--- src/rtl/dkg_pkg.sv ---
package dkg_pkg;
  typedef enum logic [1:0] {
    SRC_USER  = 2'd0,
    SRC_SHIFT = 2'd1,
    SRC_CHAOS = 2'd2,
    SRC_NEG   = 2'd3
  } key_src_e;

  localparam int unsigned KEY_W_DEF     = 64;
  localparam int unsigned DITH_W_DEF    = 16;
  localparam logic [63:0] KEY_TAPS_DEF  = 64'h0000_0000_0000_001B;
  localparam logic [63:0] KEY_SEED_DEF  = 64'h0000_0000_0000_0001;
  localparam logic [63:0] CHAOS_INIT_DEF = 64'h9E37_79B9_7F4A_7C15;
  localparam logic [15:0] DITH_TAPS_DEF = 16'h002D;
  localparam logic [15:0] DITH_SEED_DEF = 16'hACE1;
endpackage

--- src/rtl/dkg_lfsr.sv ---
module dkg_lfsr #(
  parameter int unsigned W    = 64,
  parameter logic [W-1:0] TAPS = '0,
  parameter logic [W-1:0] SEED = 1
) (
  input  logic         clk_i,
  input  logic         rst_ni,
  input  logic         load_i,
  input  logic [W-1:0] seed_i,
  input  logic         adv_i,
  output logic [W-1:0] state_o
);
  logic [W-1:0] state_q, state_d;
  logic         fb;

  assign fb = ^(state_q & TAPS);

  always_comb begin
    state_d = state_q;
    if (load_i)      state_d = (seed_i == '0) ? SEED : seed_i;
    else if (adv_i)  state_d = {fb, state_q[W-1:1]};
  end

  always_ff @(posedge clk_i or negedge rst_ni) begin
    if (!rst_ni) state_q <= SEED;
    else         state_q <= state_d;
  end

  assign state_o = state_q;
endmodule

--- src/rtl/dkg_chaos.sv ---
module dkg_chaos #(
  parameter int unsigned W      = 64,
  parameter logic [W-1:0] INIT  = 1,
  parameter int unsigned DW     = 16,
  parameter logic [DW-1:0] DTAPS = 16'h002D,
  parameter logic [DW-1:0] DSEED = 16'hACE1
) (
  input  logic         clk_i,
  input  logic         rst_ni,
  output logic [W-1:0] state_o
);
  localparam logic [W-1:0] QTR = {2'b01, {(W-2){1'b0}}};

  logic [DW-1:0] dith;
  logic [W-1:0]  x_q, m, x_d;

  dkg_lfsr #(.W(DW), .TAPS(DTAPS), .SEED(DSEED)) u_dith (
    .clk_i   (clk_i),
    .rst_ni  (rst_ni),
    .load_i  (1'b0),
    .seed_i  ({DW{1'b0}}),
    .adv_i   (1'b1),
    .state_o (dith)
  );

  // Fold the upper half onto the lower, remove the quarter offset; the
  // caller then scales by four.
  always_comb begin
    unique case (x_q[W-1:W-2])
      2'b00:   m = x_q;
      2'b01:   m = x_q - QTR;
      default: m = ~x_q + 1'b1;
    endcase
    x_d = {m[W-3:0], 2'b00};
    x_d[0] = x_d[0] ^ dith[0];
  end

  always_ff @(posedge clk_i or negedge rst_ni) begin
    if (!rst_ni) x_q <= INIT;
    else         x_q <= x_d;
  end

  assign state_o = x_q;
endmodule

--- src/rtl/dkg_neg.sv ---
module dkg_neg #(
  parameter int unsigned W = 64
) (
  input  logic [W-1:0] a_i,
  output logic [W-1:0] y_o
);
  assign y_o = ~a_i + {{(W-1){1'b0}}, 1'b1};
endmodule

--- src/rtl/dyn_key_gen.sv ---
module dyn_key_gen
  import dkg_pkg::*;
#(
  parameter int unsigned KEY_W        = KEY_W_DEF,
  parameter logic [KEY_W-1:0] TAPS    = KEY_TAPS_DEF,
  parameter logic [KEY_W-1:0] SEED    = KEY_SEED_DEF,
  parameter logic [KEY_W-1:0] C_INIT  = CHAOS_INIT_DEF,
  parameter int unsigned DITH_W       = DITH_W_DEF,
  parameter logic [DITH_W-1:0] D_TAPS = DITH_TAPS_DEF,
  parameter logic [DITH_W-1:0] D_SEED = DITH_SEED_DEF
) (
  input  logic             clk_i,
  input  logic             rst_ni,
  input  logic             load_i,
  input  logic [KEY_W-1:0] key_i,
  input  logic [1:0]       sel_i,
  input  logic             adv_i,
  output logic [KEY_W-1:0] key_o,
  output logic             valid_o
);
  logic [KEY_W-1:0] lfsr_q, chaos_q, neg_key, key_d, key_q;
  logic             valid_q;

  dkg_lfsr #(.W(KEY_W), .TAPS(TAPS), .SEED(SEED)) u_lfsr (
    .clk_i   (clk_i),
    .rst_ni  (rst_ni),
    .load_i  (load_i),
    .seed_i  (key_i),
    .adv_i   (adv_i),
    .state_o (lfsr_q)
  );

  dkg_chaos #(.W(KEY_W), .INIT(C_INIT), .DW(DITH_W), .DTAPS(D_TAPS), .DSEED(D_SEED)) u_chaos (
    .clk_i   (clk_i),
    .rst_ni  (rst_ni),
    .state_o (chaos_q)
  );

  dkg_neg #(.W(KEY_W)) u_neg (
    .a_i (key_i),
    .y_o (neg_key)
  );

  always_comb begin
    unique case (key_src_e'(sel_i))
      SRC_USER:  key_d = key_i;
      SRC_SHIFT: key_d = lfsr_q;
      SRC_CHAOS: key_d = chaos_q;
      default:   key_d = neg_key;
    endcase
  end

  always_ff @(posedge clk_i or negedge rst_ni) begin
    if (!rst_ni) begin
      key_q   <= '0;
      valid_q <= 1'b0;
    end else begin
      key_q <= key_d;
      if (load_i) valid_q <= 1'b1;
    end
  end

  assign key_o   = key_q;
  assign valid_o = valid_q;
endmodule

--- config.mk ---
export PLATFORM = sky130hd
export DESIGN_NAME = dyn_key_gen
export DESIGN_NICKNAME = d
export VERILOG_FILES = /design/src/rtl/dkg_pkg.sv /design/src/rtl/dkg_lfsr.sv /design/src/rtl/dkg_chaos.sv /design/src/rtl/dkg_neg.sv /design/src/rtl/dyn_key_gen.sv
export SDC_FILE = /design/constraint.sdc
export NUM_CORES = 1
export LEC_CHECK = 0
export ABC_CLOCK_PERIOD_IN_PS = 5100
export BUFFER_PORTS_ARGS = -buffer_cell sky130_fd_sc_hd__buf_4
export CAP_MARGIN = 20
export CORE_MARGIN = 1.5
export CORE_UTILIZATION = 40
export CTS_CLUSTER_DIAMETER = 120
export DETAILED_ROUTE_END_ITERATION = 16
export HOLD_SLACK_MARGIN = 0.1
export PLACE_DENSITY = 0.63
export SKIP_CTS_REPAIR_TIMING = 1
export SLEW_MARGIN = 0
export SYNTH_ARGS = -nofsm -noshare
export SYNTH_HDL_FRONTEND = slang
export SYNTH_SLANG_ARGS = --single-unit
export TNS_END_PERCENT = 5
--- constraint.sdc ---
create_clock -name clk_i -period 5.1 [get_ports clk_i]
set_clock_uncertainty 0.2 [all_clocks]
set_input_delay 0.765 -clock clk_i [delete_from_list [all_inputs] [get_ports clk_i]]
set_output_delay 0.765 -clock clk_i [all_outputs]
set_load 0.005 [all_outputs]
==> metrics <==
Fin. Hold Viols=0; CTS Buf Count=24; sequential share of the synthesized area=48.00%; DRT Wirelength=slightly above 30000 um; Setup CP Type=primary input to register; antenna fix cells=0; Syn Area/Cell=10.16 um^2; Switching Share=25.51%; Synth async-reset ratio=100.0%; Post-Syn Area=0.01097 mm^2; vias=8869; Mapped Cells=1079; area of the multi-input gates=0.005435 mm^2; number of synthesized flops with an enable pin=0; DRC=0; clock buffer depth=3; pwr/cell area=312.6 mW/mm^2; Post-Layout Cell Count=1544; Final Util=48.59%; Slew Limit Fails=0; Clock transition at path regs=0.06 ns; Min-Delay Path Class=primary input to asynchronous set/reset pin; status=completed; first-pass GRT wire length=48470 um; Final ANT Viol Nets=0; most frequent cells in the layout=dfrtp_1, buf_4, nand2_1; drt first pass iters=7; # setup viols final=0; GP Congestion=0.8394; Max IR drop VDD=0.1815 mV; fillers=2490; share of layout cells above drive strength 1=a little under a quarter; crit start category=primary input; Worst Setup End Kind=register; highest clock rate=about 310 MHz; Die H=168.6 um; Synth Register Bits=208; initial antenna violation count=0; Main synth FF type=dfrtp_1; CTS tree=built; grt ovf=0; placed inst area=0.01226 mm^2; # Max-Cap Violations=0; Tmin final=3.264 ns; Gate power share=12.9%; Inst Count DP=1500; slew margin rel.=26.81%; Netlist cell types=64; Initial Util=40.69%; sequential share of power=44.6%; Internal=0.003050 W; Die W=168.6 um; most common cell after layout, fill and taps aside=dfrtp_1; RSZ-0062 raised after global routing=no; clk_lat worst skew=0.52 ns; leakage power total=5.617 nW; Sw Pwr=0.001044 W; WL per Instance=19.57 um; Finished Cell Area=roughly 0.013 mm^2; Synthesis Warnings=0; Core ar.=0.02695 mm^2; worst path required time=5.28 ns; initial DRC count=575; largest net degree at the start of global routing=106; Final TNS setup=0 ns; I/O pin count=around 140; Clk pwr share=42.5%; syn_nets=1151; overall routing resource usage=21.47%; DR vias/cell=roughly 5.7; vias in the first global route=between 8000 and 9000; root buffer cell=clkbuf_16; area added between synthesis and finish=19.43%; hpwl dp=20340 um; most area-hungry cell type in the Yosys netlist=dfrtp_1; Area contributors post-synth=dfrtp_1, dfstp_2, mux2i_1; CTS sink count=208; CTS H-tree depth=1; die area=0.02842 mm^2; row count=60; Reg area=~0.0053 mm^2; Worst Tran Pin Value=1.098 ns; WP data arrival=approximately 3.4 ns; Port Buffer Count=roughly 130; Nets=roughly 1300; post-synth top area share=~37%; critical path peak fanout=15; period utilization=64.00%
==> routing by layer <==
metal / vias to the layer above / GRT usage [%] / share of wire [%] / wire, um
li1: 4151 / - / - / -
met1: 4360 / 31.29 / 46 / 13930
met2: 312 / 33.83 / 46 / 13830
met3: 46 / 3.086 / 6.2 / 1870
met4: 0 / 5.124 / 2.0 / 590
met5: - / 0 / 0 / 0
==> Yosys cell counts, types with 12 or more instances <==
library cell / instances
dfstp_2: 47
o22ai_1: 30
nor2_1: 54
nor3_1: 34
mux4_2: 17
xor2_1: 16
nor4_1: 13
clkbuf_1: 48
o21ai_0: 100
nand4_1: 12
nand2_1: 131
a21oi_1: 47
buf_1: 13
dfrtp_1: 161
xnor2_1: 76
mux2i_1: 71
nand3_1: 37
==> logic make-up (layout without fill, tap and decap cells) <==
group | after synthesis | count (layout) | synth area share (%)
simple gates | 355 | 355 | 16.92
xor+xnor | 92 | 92 | 7.348
buf+inv | 72 | 196 | 2.499
mux | 98 | 98 | 11.00
fa+ha+maj | 2 | 2 | 0.2282
flops | 208 | 208 | 48.00
compound gates | 252 | 252 | 14.00
==> worst max-delay path: stages <==
cell and delay [ns]:
buf_4 0.13, nor3_2 0.35, nand2_1 0.33, nor4_4 1.00
nand4_1 0.21, xor2_1 0.19, mux4_2 0.46
==> power by group through the flow <==
stage | registers [W] | clock network (W) | logic (W)
2_1_floorplan | 0.00184 | 0 | 0.000261
6_report | 0.00182 | 0.00174 | 0.000529
3_5_place_dp | 0.00185 | 0 | 0.000530
5_1_grt | 0.00184 | 0.00185 | 0.000584
3_3_place_gp | 0.00185 | 0 | 0.000523
4_1_cts | 0.00182 | 0.00178 | 0.000532
==> area by class of cell <==
type	instances	area share (%)
multi-input combinational	799	41.50
tap	341	3.258
clock inverter	10	0.6688
timing repair buffer	145	8.608
inverter	8	0.2293
clock buffer	33	5.541
sequential	208	40.19
==> path summary, 6_finish.rpt <==
path | start | to | slack, ns | cells past startpoint
max | key_i[1] | key_o[53] | 1.84 | 7
min | rst_ni | key_o[51] | 0.15 | 1
max reg2reg | u_chaos.state_o[5] | u_chaos.state_o[62] | 2.21 | 6
min reg2reg | u_chaos.u_dith.state_o[1] | u_chaos.u_dith.state_o[0] | 0.15 | 0
max in group asynchronous | rst_ni | u_chaos.state_o[17] | 3.50 | 2
min in group clk_i | u_chaos.u_dith.state_o[1] | u_chaos.u_dith.state_o[0] | 0.15 | 0
==> flip-flops by register name, summed over array words and instances (netlist names) <==
name                    count
key_o                      64
u_lfsr.state_o             64
u_chaos.state_o            63
u_chaos.u_dith.state_o     16
valid_o                     1
==> per-stage QoR <==
stage,setup WS [ns],hold slack (ns),total power [W]
floorplan,2.077,0.1312,0.002099
global placement,1.310,0.1338,0.002375
detailed placement,1.281,0.1379,0.002381
CTS,1.797,0.1532,0.004136
global route,1.653,0.1599,0.004267
finish,1.836,0.1490,0.004094
No activity file was read; power rests on OpenSTA's default activity.
